[config.mk]
export PLATFORM = sky130hd
export DESIGN_NAME = sdiag_uart
export DESIGN_NICKNAME = d
export VERILOG_FILES = /design/src/rtl/sdiag_pkg.sv /design/src/rtl/sdiag_tx.sv /design/src/rtl/sdiag_rx.sv /design/src/rtl/sdiag_uart.sv
export SDC_FILE = /design/constraint.sdc
export NUM_CORES = 1
export LEC_CHECK = 0
export BUFFER_PORTS_ARGS = -buffer_cell sky130_fd_sc_hd__clkbuf_2
export CAP_MARGIN = 20
export CELL_PAD_IN_SITES_DETAIL_PLACEMENT = 0
export CELL_PAD_IN_SITES_GLOBAL_PLACEMENT = 2
export CORE_MARGIN = 3
export CORE_UTILIZATION = 39
export CTS_BUF_LIST = sky130_fd_sc_hd__clkbuf_4 sky130_fd_sc_hd__clkbuf_8
export CTS_CLUSTER_DIAMETER = 80
export DETAILED_ROUTE_END_ITERATION = 7
export PLACE_DENSITY_LB_ADDON = 0.1
export SYNTH_ARGS = -nofsm -noshare
export SYNTH_HDL_FRONTEND = slang
export SYNTH_SLANG_ARGS = --single-unit
[constraint.sdc]
create_clock -name clk_i -period 2.4 [get_ports clk_i]
set_input_delay 0.6 -clock clk_i [delete_from_list [all_inputs] [get_ports clk_i]]
set_output_delay 0.6 -clock clk_i [all_outputs]
set_load 0.01 [all_outputs]
[src/rtl/sdiag_pkg.sv]
package sdiag_pkg;

    typedef enum logic [1:0] {
        MODE_NORMAL = 2'b00,
        MODE_ECHO   = 2'b01,
        MODE_LOCAL  = 2'b10,
        MODE_REMOTE = 2'b11
    } chan_mode_e;

    typedef enum logic [2:0] {
        TX_IDLE,
        TX_START,
        TX_DATA,
        TX_PAR,
        TX_STOP
    } tx_state_e;

    typedef enum logic [2:0] {
        RX_IDLE,
        RX_START,
        RX_DATA,
        RX_PAR,
        RX_STOP,
        RX_WAITHI
    } rx_state_e;

endpackage

[src/rtl/sdiag_tx.sv]
module sdiag_tx
    import sdiag_pkg::*;
#(
    parameter int DW  = 8,
    parameter int OSR = 16
) (
    input  logic          clk_i,
    input  logic          rst_ni,
    input  logic          tick_i,
    input  logic          allow_i,
    input  logic          par_en_i,
    input  logic          par_odd_i,
    input  logic [DW-1:0] data_i,
    input  logic          valid_i,
    output logic          ready_o,
    output logic          empty_o,
    output logic          idle_o,
    output logic          line_o
);
    localparam int CW = $clog2(OSR);
    localparam int IW = $clog2(DW);
    localparam logic [CW-1:0] CNT_LAST = CW'(OSR - 1);
    localparam logic [IW-1:0] IDX_LAST = IW'(DW - 1);

    typedef struct packed {
        tx_state_e     st;
        logic [CW-1:0] cnt;
        logic [IW-1:0] idx;
        logic [DW-1:0] sh;
        logic [DW-1:0] hold;
        logic          full;
        logic          par;
        logic          line;
    } tx_t;

    tx_t d, q;

    always_comb begin
        d = q;
        // Holding stage takes a new byte whenever it is empty.
        if (valid_i && allow_i && !q.full) begin
            d.hold = data_i;
            d.full = 1'b1;
        end
        if (q.st == TX_IDLE) begin
            d.line = 1'b1;
            if (q.full) begin
                d.st   = TX_START;
                d.sh   = q.hold;
                d.par  = (^q.hold) ^ par_odd_i;
                d.full = 1'b0;
                d.cnt  = '0;
                d.line = 1'b0;
            end
        end else if (tick_i) begin
            if (q.cnt == CNT_LAST) begin
                d.cnt = '0;
                case (q.st)
                    TX_START: begin
                        d.st   = TX_DATA;
                        d.idx  = '0;
                        d.line = q.sh[0];
                    end
                    TX_DATA: begin
                        d.sh = q.sh >> 1;
                        if (q.idx == IDX_LAST) begin
                            if (par_en_i) begin
                                d.st   = TX_PAR;
                                d.line = q.par;
                            end else begin
                                d.st   = TX_STOP;
                                d.line = 1'b1;
                            end
                        end else begin
                            d.idx  = q.idx + 1'b1;
                            d.line = q.sh[1];
                        end
                    end
                    TX_PAR: begin
                        d.st   = TX_STOP;
                        d.line = 1'b1;
                    end
                    default: begin
                        d.st   = TX_IDLE;
                        d.line = 1'b1;
                    end
                endcase
            end else begin
                d.cnt = q.cnt + 1'b1;
            end
        end
    end

    always_ff @(posedge clk_i or negedge rst_ni) begin
        if (!rst_ni) begin
            q      <= '0;
            q.line <= 1'b1;
        end else begin
            q <= d;
        end
    end

    assign ready_o = allow_i && !q.full;
    assign empty_o = allow_i && !q.full && (q.st == TX_IDLE);
    assign idle_o  = !q.full && (q.st == TX_IDLE);
    assign line_o  = q.line;

    // an accepted byte occupies the holding stage on the next clock
    a_r2_hold_fills: assert property (@(posedge clk_i) disable iff (!rst_ni)
        (valid_i && ready_o) |=> !ready_o);

    // the stop position always drives the marking level
    a_r2_stop_marking: assert property (@(posedge clk_i) disable iff (!rst_ni)
        (q.st == TX_STOP) |-> line_o);

endmodule

[src/rtl/sdiag_rx.sv]
module sdiag_rx
    import sdiag_pkg::*;
#(
    parameter int DW  = 8,
    parameter int OSR = 16
) (
    input  logic          clk_i,
    input  logic          rst_ni,
    input  logic          tick_i,
    input  logic          run_i,
    input  logic          line_i,
    input  logic          par_en_i,
    input  logic          par_odd_i,
    output logic [DW-1:0] data_o,
    output logic          valid_o,
    output logic          par_err_o,
    output logic          frm_err_o,
    output logic          brk_o,
    output logic          idle_o
);
    localparam int CW = $clog2(OSR);
    localparam int IW = $clog2(DW);
    localparam logic [CW-1:0] CNT_LAST  = CW'(OSR - 1);
    localparam logic [CW-1:0] HALF_LAST = CW'(OSR / 2 - 1);
    localparam logic [IW-1:0] IDX_LAST  = IW'(DW - 1);

    typedef struct packed {
        rx_state_e     st;
        logic [CW-1:0] cnt;
        logic [IW-1:0] idx;
        logic [DW-1:0] sh;
        logic          pbit;
        logic [DW-1:0] data;
        logic          valid;
        logic          perr;
        logic          ferr;
        logic          brk;
    } rx_t;

    rx_t  d, q;
    logic par_bad;

    assign par_bad = par_en_i && (q.pbit != ((^q.sh) ^ par_odd_i));

    always_comb begin
        d       = q;
        d.valid = 1'b0;
        if (!run_i) begin
            d.st  = RX_IDLE;
            d.cnt = '0;
        end else if (tick_i) begin
            case (q.st)
                RX_IDLE: begin
                    if (!line_i) begin
                        d.st  = RX_START;
                        d.cnt = '0;
                    end
                end
                RX_START: begin
                    if (q.cnt == HALF_LAST) begin
                        d.cnt = '0;
                        if (!line_i) begin
                            d.st  = RX_DATA;
                            d.idx = '0;
                            d.brk = 1'b0;
                        end else begin
                            d.st = RX_IDLE;
                        end
                    end else begin
                        d.cnt = q.cnt + 1'b1;
                    end
                end
                RX_DATA: begin
                    if (q.cnt == CNT_LAST) begin
                        d.cnt = '0;
                        d.sh  = {line_i, q.sh[DW-1:1]};
                        if (q.idx == IDX_LAST) begin
                            d.st = par_en_i ? RX_PAR : RX_STOP;
                        end else begin
                            d.idx = q.idx + 1'b1;
                        end
                    end else begin
                        d.cnt = q.cnt + 1'b1;
                    end
                end
                RX_PAR: begin
                    if (q.cnt == CNT_LAST) begin
                        d.cnt  = '0;
                        d.pbit = line_i;
                        d.st   = RX_STOP;
                    end else begin
                        d.cnt = q.cnt + 1'b1;
                    end
                end
                RX_STOP: begin
                    if (q.cnt == CNT_LAST) begin
                        d.cnt = '0;
                        if (line_i) begin
                            d.valid = 1'b1;
                            d.data  = q.sh;
                            d.perr  = par_bad;
                            d.ferr  = 1'b0;
                            d.st    = RX_IDLE;
                        end else if ((q.sh == '0) && (!par_en_i || !q.pbit)) begin
                            d.brk = 1'b1;
                            d.st  = RX_WAITHI;
                        end else begin
                            d.valid = 1'b1;
                            d.data  = q.sh;
                            d.perr  = par_bad;
                            d.ferr  = 1'b1;
                            d.st    = RX_WAITHI;
                        end
                    end else begin
                        d.cnt = q.cnt + 1'b1;
                    end
                end
                default: begin
                    if (line_i) d.st = RX_IDLE;
                end
            endcase
        end
    end

    always_ff @(posedge clk_i or negedge rst_ni) begin
        if (!rst_ni) q <= '0;
        else         q <= d;
    end

    assign data_o    = q.data;
    assign valid_o   = q.valid;
    assign par_err_o = q.perr;
    assign frm_err_o = q.ferr;
    assign brk_o     = q.brk;
    assign idle_o    = (q.st == RX_IDLE);

    // each received byte is announced for exactly one clock
    a_r3_valid_pulse: assert property (@(posedge clk_i) disable iff (!rst_ni)
        valid_o |=> !valid_o);

    // a break never presents a byte
    a_r4_break_no_byte: assert property (@(posedge clk_i) disable iff (!rst_ni)
        $rose(brk_o) |-> !valid_o);

    // a halted receiver returns to start-bit hunting
    a_r8_halt_idle: assert property (@(posedge clk_i) disable iff (!rst_ni)
        !run_i |=> idle_o);

endmodule

[src/rtl/sdiag_uart.sv]
module sdiag_uart
    import sdiag_pkg::*;
#(
    parameter int DATA_W = 8,
    parameter int OSR    = 16
) (
    input  logic              clk_i,
    input  logic              rst_ni,
    input  logic              tick_i,
    input  logic [1:0]        mode_req_i,
    input  logic              tx_en_i,
    input  logic              rx_en_i,
    input  logic              par_en_i,
    input  logic              par_odd_i,
    input  logic [DATA_W-1:0] tx_data_i,
    input  logic              tx_valid_i,
    output logic              tx_ready_o,
    output logic              tx_empty_o,
    output logic [DATA_W-1:0] rx_data_o,
    output logic              rx_valid_o,
    output logic              par_err_o,
    output logic              frm_err_o,
    output logic              brk_o,
    output logic [1:0]        mode_o,
    input  logic              ser_i,
    output logic              ser_o
);
    typedef struct packed {
        chan_mode_e mode;
        logic       s1;
        logic       s2;
        logic       echo;
        logic       ser;
    } top_t;

    top_t d, q;

    logic              tx_allow, tx_idle, tx_line;
    logic              rx_run, rx_idle, rx_line_src;
    logic [DATA_W-1:0] rx_data;
    logic              rx_valid, rx_perr, rx_ferr, rx_brk;
    logic              remote;

    assign remote      = (q.mode == MODE_REMOTE);
    assign tx_allow    = tx_en_i && ((q.mode == MODE_NORMAL) || (q.mode == MODE_LOCAL));
    assign rx_run      = (q.mode == MODE_LOCAL) || (rx_en_i && !remote);
    assign rx_line_src = (q.mode == MODE_LOCAL) ? tx_line : ser_i;

    sdiag_tx #(.DW(DATA_W), .OSR(OSR)) u_tx (
        .clk_i    (clk_i),
        .rst_ni   (rst_ni),
        .tick_i   (tick_i),
        .allow_i  (tx_allow),
        .par_en_i (par_en_i),
        .par_odd_i(par_odd_i),
        .data_i   (tx_data_i),
        .valid_i  (tx_valid_i),
        .ready_o  (tx_ready_o),
        .empty_o  (tx_empty_o),
        .idle_o   (tx_idle),
        .line_o   (tx_line)
    );

    sdiag_rx #(.DW(DATA_W), .OSR(OSR)) u_rx (
        .clk_i    (clk_i),
        .rst_ni   (rst_ni),
        .tick_i   (tick_i),
        .run_i    (rx_run),
        .line_i   (q.s2),
        .par_en_i (par_en_i),
        .par_odd_i(par_odd_i),
        .data_o   (rx_data),
        .valid_o  (rx_valid),
        .par_err_o(rx_perr),
        .frm_err_o(rx_ferr),
        .brk_o    (rx_brk),
        .idle_o   (rx_idle)
    );

    always_comb begin
        d    = q;
        d.s1 = rx_line_src;
        d.s2 = q.s1;
        if (tick_i) d.echo = q.s2;
        if (tx_idle && rx_idle) d.mode = chan_mode_e'(mode_req_i);
        case (q.mode)
            MODE_NORMAL: d.ser = tx_line;
            MODE_LOCAL:  d.ser = 1'b1;
            default:     d.ser = q.echo;
        endcase
    end

    always_ff @(posedge clk_i or negedge rst_ni) begin
        if (!rst_ni) q <= '{mode: MODE_NORMAL, s1: 1'b1, s2: 1'b1, echo: 1'b1, ser: 1'b1};
        else         q <= d;
    end

    assign ser_o      = q.ser;
    assign mode_o     = q.mode;
    assign rx_data_o  = rx_data;
    assign rx_valid_o = rx_valid && !remote;
    assign par_err_o  = rx_perr && !remote;
    assign frm_err_o  = rx_ferr && !remote;
    assign brk_o      = rx_brk && !remote;

    // the channel mode moves only while both directions are quiet
    a_r1_mode_when_idle: assert property (@(posedge clk_i) disable iff (!rst_ni)
        (q.mode != $past(q.mode)) |-> $past(tx_idle && rx_idle));

    // the echo stage changes only on an oversampling tick
    a_r5_echo_on_tick: assert property (@(posedge clk_i) disable iff (!rst_ni)
        (q.echo != $past(q.echo)) |-> $past(tick_i));

    // one clock spent in local loopback leaves the pin marking
    a_r7_local_marking: assert property (@(posedge clk_i) disable iff (!rst_ni)
        ($past(q.mode) == MODE_LOCAL) |-> ser_o);

    // the transmitter never offers itself in remote loopback
    a_r8_remote_no_tx: assert property (@(posedge clk_i) disable iff (!rst_ni)
        remote |-> (!tx_ready_o && !tx_empty_o));

endmodule

; ---- Yosys cells after proc, flatten, opt, wreduce, memory -nomap -nowiden
; Cells that the tools add are included.
[op_classes]
addsub = 4
eq_ne = 35
muxes = 58
n_bitwise = 3
n_reduce_logical = 47
[ops]
columns = operator, count
row1 = $mux 11, 5
row2 = $mux 3, 15
row3 = $mux 8, 4
row4 = $mux 31, 1
row5 = $mux 7, 4
row6 = $mux 18, 1
row7 = $ne 3x3->1 const B, 6
row8 = $mux 4, 4
row9 = $reduce_and 4->1, 4
row10 = $reduce_and 8->1, 2
row11 = $reduce_xor 8->1, 2
row12 = $pmux 3 s5, 1
row13 = $logic_and 1x1->1, 14
row14 = $mux 1, 13
row15 = $eq 3x2->1 const B, 4
row16 = $mux 12, 1
row17 = $ne 2x2->1 const B, 6
row18 = $pmux 3 s2, 2
row19 = $pmux 4 s3, 1
row20 = $reduce_bool 2->1, 6
row21 = $ne 2x1->1 const B, 5
row22 = $reduce_and 5->1, 2
row23 = $eq 3x3->1 const B, 3
row24 = $pmux 3 s3, 1
row25 = other kinds (23), 40
[word_totals]
reg_bits = 66
input_bits = 19
output_inout_bits = 17
wordCells = 170

; ---- Longest topological paths before layout
; Gate-level depths: netlist of the first run.
[logic_depth]
word_depth = 10
ltp_mapped = 8
mapped_depth_nobuf = 7

; ---- Cells and area by module
; From an unflattened synthesis of the first run, not the netlist that was laid out.
[unflattened]
cells_unflattened = 327
hier_area_um2 = 3603.5
[modules_own_cells]
columns = module, n_inst, cells_each, area_each_um2, seq_area_each_um2
row1 = sdiag_rx, 1, 171, 1800.5, 775.7
row2 = sdiag_tx, 1, 131, 1510.2, 726.9
row3 = sdiag_uart, 1, 25, 292.8, 155.1

; ---- Least setup slack after synthesis of the first run
; Ideal clock, no wire load.
[synth_timing]
kind = input -> register
from = in rx_en_i
to = reg u_rx.q, in the netlist u_rx.data_o[1]
setup_time_ps = 128
t_arrival_ps = 1826
required_ps = 2272
slack_ps = 447
stages = 5
path_buffers = 1
cell_sequence = nor2b_1 o21ai_2 nor4_2 buf_4 mux2_1
[synth_between]
elab_chain_len = 3
[synth_rtl]
columns = item, line_no
row1 = "start, declared", sdiag_uart.sv:12  ; input logic rx_en_i,
row2 = $logic_and 1x1->1, sdiag_uart.sv:46  ; assign rx_run = (q.mode == MODE_LOCAL) || (rx_en_i && !remote);
row3 = $logic_or 1x1->1, sdiag_uart.sv:46
row4 = $reduce_and 5->1 (no source line), n/a
row5 = "end signal, assigned", sdiag_rx.sv:126  ; if (!rst_ni) q <= '0;
row6 = "end signal, assigned", sdiag_rx.sv:127  ; else q <= d;
row7 = "end, declared", sdiag_rx.sv:40  ; rx_t d, q;
; Every way passes these cells.
; A chain may end at the register's enable or synchronous reset.

; ---- Final worst setup path of the first run
[layout_timing]
from = reg u_tx.q[27] (netlist name)
to = out tx_empty_o
[layout_between]
elab_chain_len = 2
[layout_rtl]
columns = item, line_no
row1 = "start, declared", sdiag_tx.sv:36  ; tx_t d, q;
row2 = $logic_not 3->1, sdiag_tx.sv:104  ; assign empty_o = allow_i && !q.full && (q.st == TX_IDLE);
row3 = $logic_and 1x1->1, sdiag_tx.sv:104
row4 = "end, declared", sdiag_uart.sv:18  ; output logic tx_empty_o,
; Every way passes these cells.

==> results of run 1 <==
per-layer routing:
metal	vias to the layer above	wire length, um	track usage
li1	1249	-	-
met1	1221	3599	0.2148
met2	38	3270	0.2396
met3	7	323	0.05212
met4	0	74	0.03731
met5	-	0	0
worst max-delay path, delay by kind of cell, from the launching register on:
family / cells / cell delay (ns)
simple gates: 2 / 0.63
flops: 1 / 0.51
buf+inv: 1 / 0.13
cell families after synthesis:
kind of cell    share of synthesized area
simple gates                       0.1495
buf+inv                           0.05588
mux                               0.09978
xor+xnor                          0.03810
fa+ha+maj                         0.03628
flops                              0.4808
compound gates                     0.1397
sequential cells by signal, summed over array words and instances (netlist names), 2 cells and up:
signal	count
u_tx.q	28
u_rx.data_o	8
mode_o	2
q	2
u_rx.q	19
cell usage in the layout, fill, tap and decap left out, drive strengths merged, types with 7 or more instances in the layout:
cell type	synthesis	routed
ha	10	10
a22oi	8	8
mux2	27	27
buf	15	10
a21oi	18	18
nor2	23	23
xnor2	13	13
dfrtp	61	61
nand3	10	10
o21ai	23	23
and2	7	7
nor3	7	7
nand2	32	32
inv	17	19
clkbuf	7	44
how the worst max path moves through the flow:
stage / startpoint / endpoint / slack, ns / depth (start not counted)
floorplan: rx_en_i / u_rx.data_o[1] / 0.45 / 5
global placement: rx_en_i / u_rx.data_o[0] / 0.30 / 6
detailed placement: rx_en_i / u_rx.data_o[1] / 0.32 / 6
CTS: u_tx.q[27] / tx_empty_o / 0.18 / 3
global route: u_tx.q[27] / tx_empty_o / 0.1 / 3
finish: u_tx.q[27] / tx_empty_o / 0.19 / 3
power by group:
part / internal, uW / switching, uW / leakage [uW]
clock: 519 / 464 / 0.000103
sequential: 1430 / 327 / 0.000835
combinational: 616 / 608 / 0.000808
total: 2570 / 1400 / 0.00175
per-stage QoR:
stage	hold slack, ns	power (uW)
2_1_floorplan	0.3044	2645
3_3_place_gp	0.3461	3023
3_5_place_dp	0.3468	3030
4_1_cts	0.2645	4036
5_1_grt	0.2798	4245
6_report	0.2588	3968
final cells by class:
cell class | instances | area, um^2
fillers | 838 | 4466
flip-flops and latches | 66 | 1658
multi-input cells | 232 | 1598
repair buffers | 44 | 255.2
clock buffers | 10 | 137.6
well taps | 105 | 131.4
clock inverters | 6 | 72.57
inverters | 17 | 63.81
==> summary.md, run 1 <==
| Metric | Value |
|---|---|
| Outcome | completed |
| Final Cell Area | 3916 um^2 |
| Tcrit/Tclk final | 0.9224 |
| CTS root buf | clkbuf_8 |
| Leakage | between 0.0015 and 0.002 uW |
| Mapped Area | 3448 um^2 |
| Num CTS Buffers | 9 |
| Htree depth | 3 |
| Initial Util | 0.4114 |
| Crit-path slowest cell | dfrtp_1 |
| GRT overflow | 0 |
| Hpwl dp | about 5300 um |
| Placed Instances | roughly 460 |
| Setup CP Type | reg -> out |
| Clk slew on worst S/H paths | 0.08 ns |
| Critical Path Fanout Max | 11 |
| Vias | around 2500 |
| Via-per-instance ratio | roughly 5.2 |
| Highest clock rate | ~450 MHz |
| RePlAce Congestion | 0.7552 |
| Top cell type by total area after synthesis | dfrtp_1 |
| Post-DRT Antenna Nets | 0 |
| First-pass GRT wire length | 12120 um |
| Chip height | 100.0 um |
| Worst hold-check path type | in -> async |
| Reg2Reg Depth | 6 |
| R2R Path Start | u_rx.q[24] |
| Inserted Diodes | 0 |
| DRT iter0 DRCs | between 50 and 60 |
| # hold bufs at CTS | 0 |
| Worst Tran Pin Value | between 0.4 and 0.5 ns |
| Power Density | 1013 nW/um^2 |
| Fin crit period | 2.214 ns |
| Fin cells | 480 |
| Setup repair after global routing missed its margin | false |
| I/O Pins | 36 |
| Setup bufs post-CTS | 0 |
| Setup Skew | roughly 0.012 ns |
| Detailed Routing Iterations Pass 1 | 4 |
| Largest cells by area after synthesis | dfrtp_1, mux2_2, mux2_1 |
| CP arrival | approximately 1.6 ns |
| CP cell instances | nor3_2, and2_1, clkbuf_2 |
| Crit path launch type | flip-flop |
| Vias in the first global route | 2409 |
| Final setup viols | 0 |
| Final Util | 0.4672 |
| Req. time, crit path | 1.80 ns |
| Die width | about 100 um |
| Setup ws final | roughly 0.19 ns |
| Post_cts resized | 0 |
| Syn nets | roughly 370 |
| Port bufs | 35 |
| Fraction of layout cells with a size suffix above 1 | 0.2427 |
| Fin nets | roughly 400 |
| Syn Area/Cell | 10.23 um^2 |
| Final hold viol count | 0 |
| Worst VDD drop | approximately 0.00063 V |
| Flops & latches, synth | between 60 and 70 |
| # clock sinks | 66 |
| Reg2Reg Setup Slack | 0.36 ns |
| Clk Latency, worst-skew pair | 0.35 ns |
| Placed inst area | about 3700 um^2 |
| Sequential area share after synthesis | 0.4808 |
| Core Region | about 8400 um^2 |
| Detailed Route WL | around 7300 um |
| Tot GR Track Use | 0.1562 |
| Async S/R FF share, synth | 1.000 |
| Critical path capture point type | primary output |
| Netlist cell types | 53 |
| Synth Flop Type | dfrtp_1 |
| R2r endpoint | u_rx.q[21] |
| # DRC | 0 |
| Top-area cell type share of the netlist area | 0.4427 |
| Dpl ws | around 0.32 ns |
| Cells after synthesis | roughly 340 |
| Setup TNS | 0 ns |
| Max Cap Viol | 0 |
| Area growth syn-to-layout | 13.57% |
| Synthesis Warnings | 0 |
| Top-count cell post-synth | dfrtp_1 |
| Largest net degree at the start of global routing | between 60 and 70 |
| Clk buf depth | 2 |
| DR WL/cell | about 15 um |
| Slew margin rel. | 0.7028 |
| Initial antenna violation count | 0 |
| Synth top cells by count | dfrtp_1, nand2_1, nor2_1 |
| Site Rows | 33 |
| Die area | around 10000 um^2 |
| TritonCTS clock tree | built |
| Post-synth EDFFs | 0 |
| CP peak stage delay | 0.51 ns |
| Max-slew violation count | 0 |
Power figures use the tool's default switching activity.
==> run 2: changes to the inputs <==
==> constraint.sdc (replaced) <==
create_clock -name clk_i -period 2.4 [get_ports clk_i]
set_input_delay 0.12 -clock clk_i [delete_from_list [all_inputs] [get_ports clk_i]]
set_output_delay 0.12 -clock clk_i [all_outputs]
set_load 0.01 [all_outputs]
==> run 2 against run 1 <==
Highest routed layer unchanged. First-iteration DRC count rose by 63%. Critical path depth rose by 2. Sequential share of layout area down 0.42 points. Clock-buffer cell count decreased by 1. Fmax grew 8.6%. Cell area up 0.99%. Clock skew is 0.0047 ns lower. The flow now finishes with violations (negative hold slack). Register-to-register slack about the same. Global-route usage rose by 0.34 points. Via count did not move. Combinational power about the same. Largest power group unchanged.
==> summary.md, run 2 (same netlist as run 1, synthesis figures left out) <==
| Metric | Value |
|---|---|
| Outcome | finished with violations |
| Failing checks | negative hold slack |
| Clock share of power | 0.240 |
| I/O Pins | 36 |
| Req. time, crit path | 2.62 ns |
| CP arrival | 2.26 ns |
| Chip height | between 100 and 150 um |
| Post-DRT Antenna Nets | 0 |
| Power Density | just under 1000 nW/um^2 |
| Highest clock rate | slightly below 500 MHz |
| Detailed Routing Iterations Pass 1 | 4 |
| Max-slew violation count | 0 |
| # DRC | 0 |
| CTS root buf | clkbuf_8 |
| Critical Path Fanout Max | 15 |
| Most common cell after layout, fill and taps aside | dfrtp_1 |
| Worst VDD drop | roughly 0.0006 V |
| Site Rows | 33 |
| First-pass GRT wire length | roughly 13000 um |
| Final setup viols | 0 |
| Tot GR Track Use | 0.1596 |
| Fraction of layout cells with a size suffix above 1 | 0.2310 |
| Worst hold-check path type | in -> async |
| Sw Share | 0.3524 |
| Detailed Route WL | 7333 um |
| Clk buf depth | 2 |
| Inserted Diodes | 0 |
| Sequential fraction of design power | 0.456 |
| Fin nets | 405 |
| Setup TNS | 0 ns |
| Placed Instances | ~460 |
| Worst Tran Pin Value | 0.8577 ns |
| Die width | 100.0 um |
| Max Cap Viol | 0 |
| Initial Util | 0.4114 |
| Vias | between 2000 and 3000 |
| Slew margin rel. | 0.4282 |
| Max FFs per register | 28 |
| Post_cts resized | 0 |
| Initial antenna violation count | 0 |
| Port bufs | 35 |
| Leakage | ~0.0018 uW |
| Area growth syn-to-layout | 14.70% |
| Hpwl dp | ~5100 um |
| Via-per-instance ratio | roughly 5.2 |
| Sw Pwr | around 1400 uW |
| Int Power | 2522 uW |
| # hold bufs at CTS | 9 |
| Setup bufs post-CTS | 0 |
| DR WL/cell | around 15 um |
| Most frequent cells in the layout | dfrtp_1, clkbuf_2, nand2_1, nor2_1, a21oi_1 |
| Core Region | about 8400 um^2 |
| Tcrit/Tclk final | 0.8491 |
| Final hold viol count | 45 |
| Crit path launch type | flip-flop |
| GRT overflow | 0 |
| Worst hold slack | -0.03458 ns |
| Largest net degree at the start of global routing | 67 |
| Die area | between 10000 and 15000 um^2 |
| Fin cells | around 490 |
| # clock sinks | 66 |
| Largest Register | u_tx.q |
| Combinational power share | 0.305 |
| Clk Latency, worst-skew pair | approximately 0.34 ns |
| Vias in the first global route | about 2500 |
| Htree depth | 3 |
| Clk slew on worst S/H paths | 0.08 ns |
| Setup CP Type | reg -> reg |
| Setup Skew | 0.007622 ns |
| Num CTS Buffers | 9 |
| TritonCTS clock tree | built |
| Setup repair after global routing missed its margin | false |
| RePlAce Congestion | between 0.7 and 0.8 |
| DRT iter0 DRCs | slightly above 90 |
| Critical path capture point type | flip-flop |
| Fin crit period | 2.038 ns |
==> run 2: changes by cell type in the layout (fill, tap and decap cells not counted) <==
cell / change
inv_6: -2
clkbuf_8: -1
clkinv_2: +3
buf_4: -2
buf_12: -1
dlygate4sd3_1: +9
==> run 2: worst paths after layout <==
check                                start          to  slack, ns  cells after the start
worst max-delay path            u_rx.q[24]  u_rx.q[20]       0.36                      5
worst min-delay path                rst_ni  u_rx.q[27]      -0.03                      2
worst max register to register  u_rx.q[24]  u_rx.q[20]       0.36                      5
worst min register to register        d[2]        q[2]       0.37                      0
max in group asynchronous           rst_ni  u_tx.q[22]       1.87                      2
min in group clk_i                   ser_i        d[2]       0.02                      2
==> run 2: per-stage QoR <==
step	power, uW	instance area, um^2	setup WS, ns	hold WS (ns)	util
5_1_grt	4191	3955	0.1159	0.01698	0.4719
3_5_place_dp	2990	3671	0.3677	0.3398	0.4380
2_1_floorplan	2645	3448	0.5255	-0.1756	-
4_1_cts	3951	3955	0.3456	0.002270	0.4719
6_report	3894	3955	0.3621	-0.03458	0.4719
3_3_place_gp	2971	3671	0.4292	0.3462	0.4380
==> run 2: power by group through the flow <==
| stage | clock network [uW] | logic, uW | registers, uW |
|---|---|---|---|
| floorplan | 0 | 995 | 1650 |
| global placement | 0 | 1180 | 1790 |
| detailed placement | 0 | 1190 | 1800 |
| CTS | 968 | 1210 | 1780 |
| global route | 1030 | 1330 | 1830 |
| finish | 934 | 1190 | 1770 |
==> run 2: worst max-delay path, stage by stage, from the launching register on <==
cell and delay, ns:
dfrtp_1 0.38, ha_1 0.27, nand3_2 0.18, nor3_1 0.34, nand2_1 0.38, mux2_2 0.38
==> run 2: cell type report <==
cell class | count | area, um^2
Multi-Input combinational cell | 232 | 1598
Timing Repair Buffer | 50 | 310.3
Sequential cell | 66 | 1658
Clock inverter | 7 | 70.07
Clock buffer | 9 | 123.9
Fill cell | 810 | 4427
Tap cell | 105 | 131.4
Inverter | 17 | 63.81
==> run 2: per-layer routing <==
layer	vias up	track usage	part of all wire
li1	1264	-	-
met3	8	0.04448	0.041
met5	-	0	0
met1	1199	0.2352	0.53
met2	44	0.2304	0.42
met4	0	0.04352	0.012
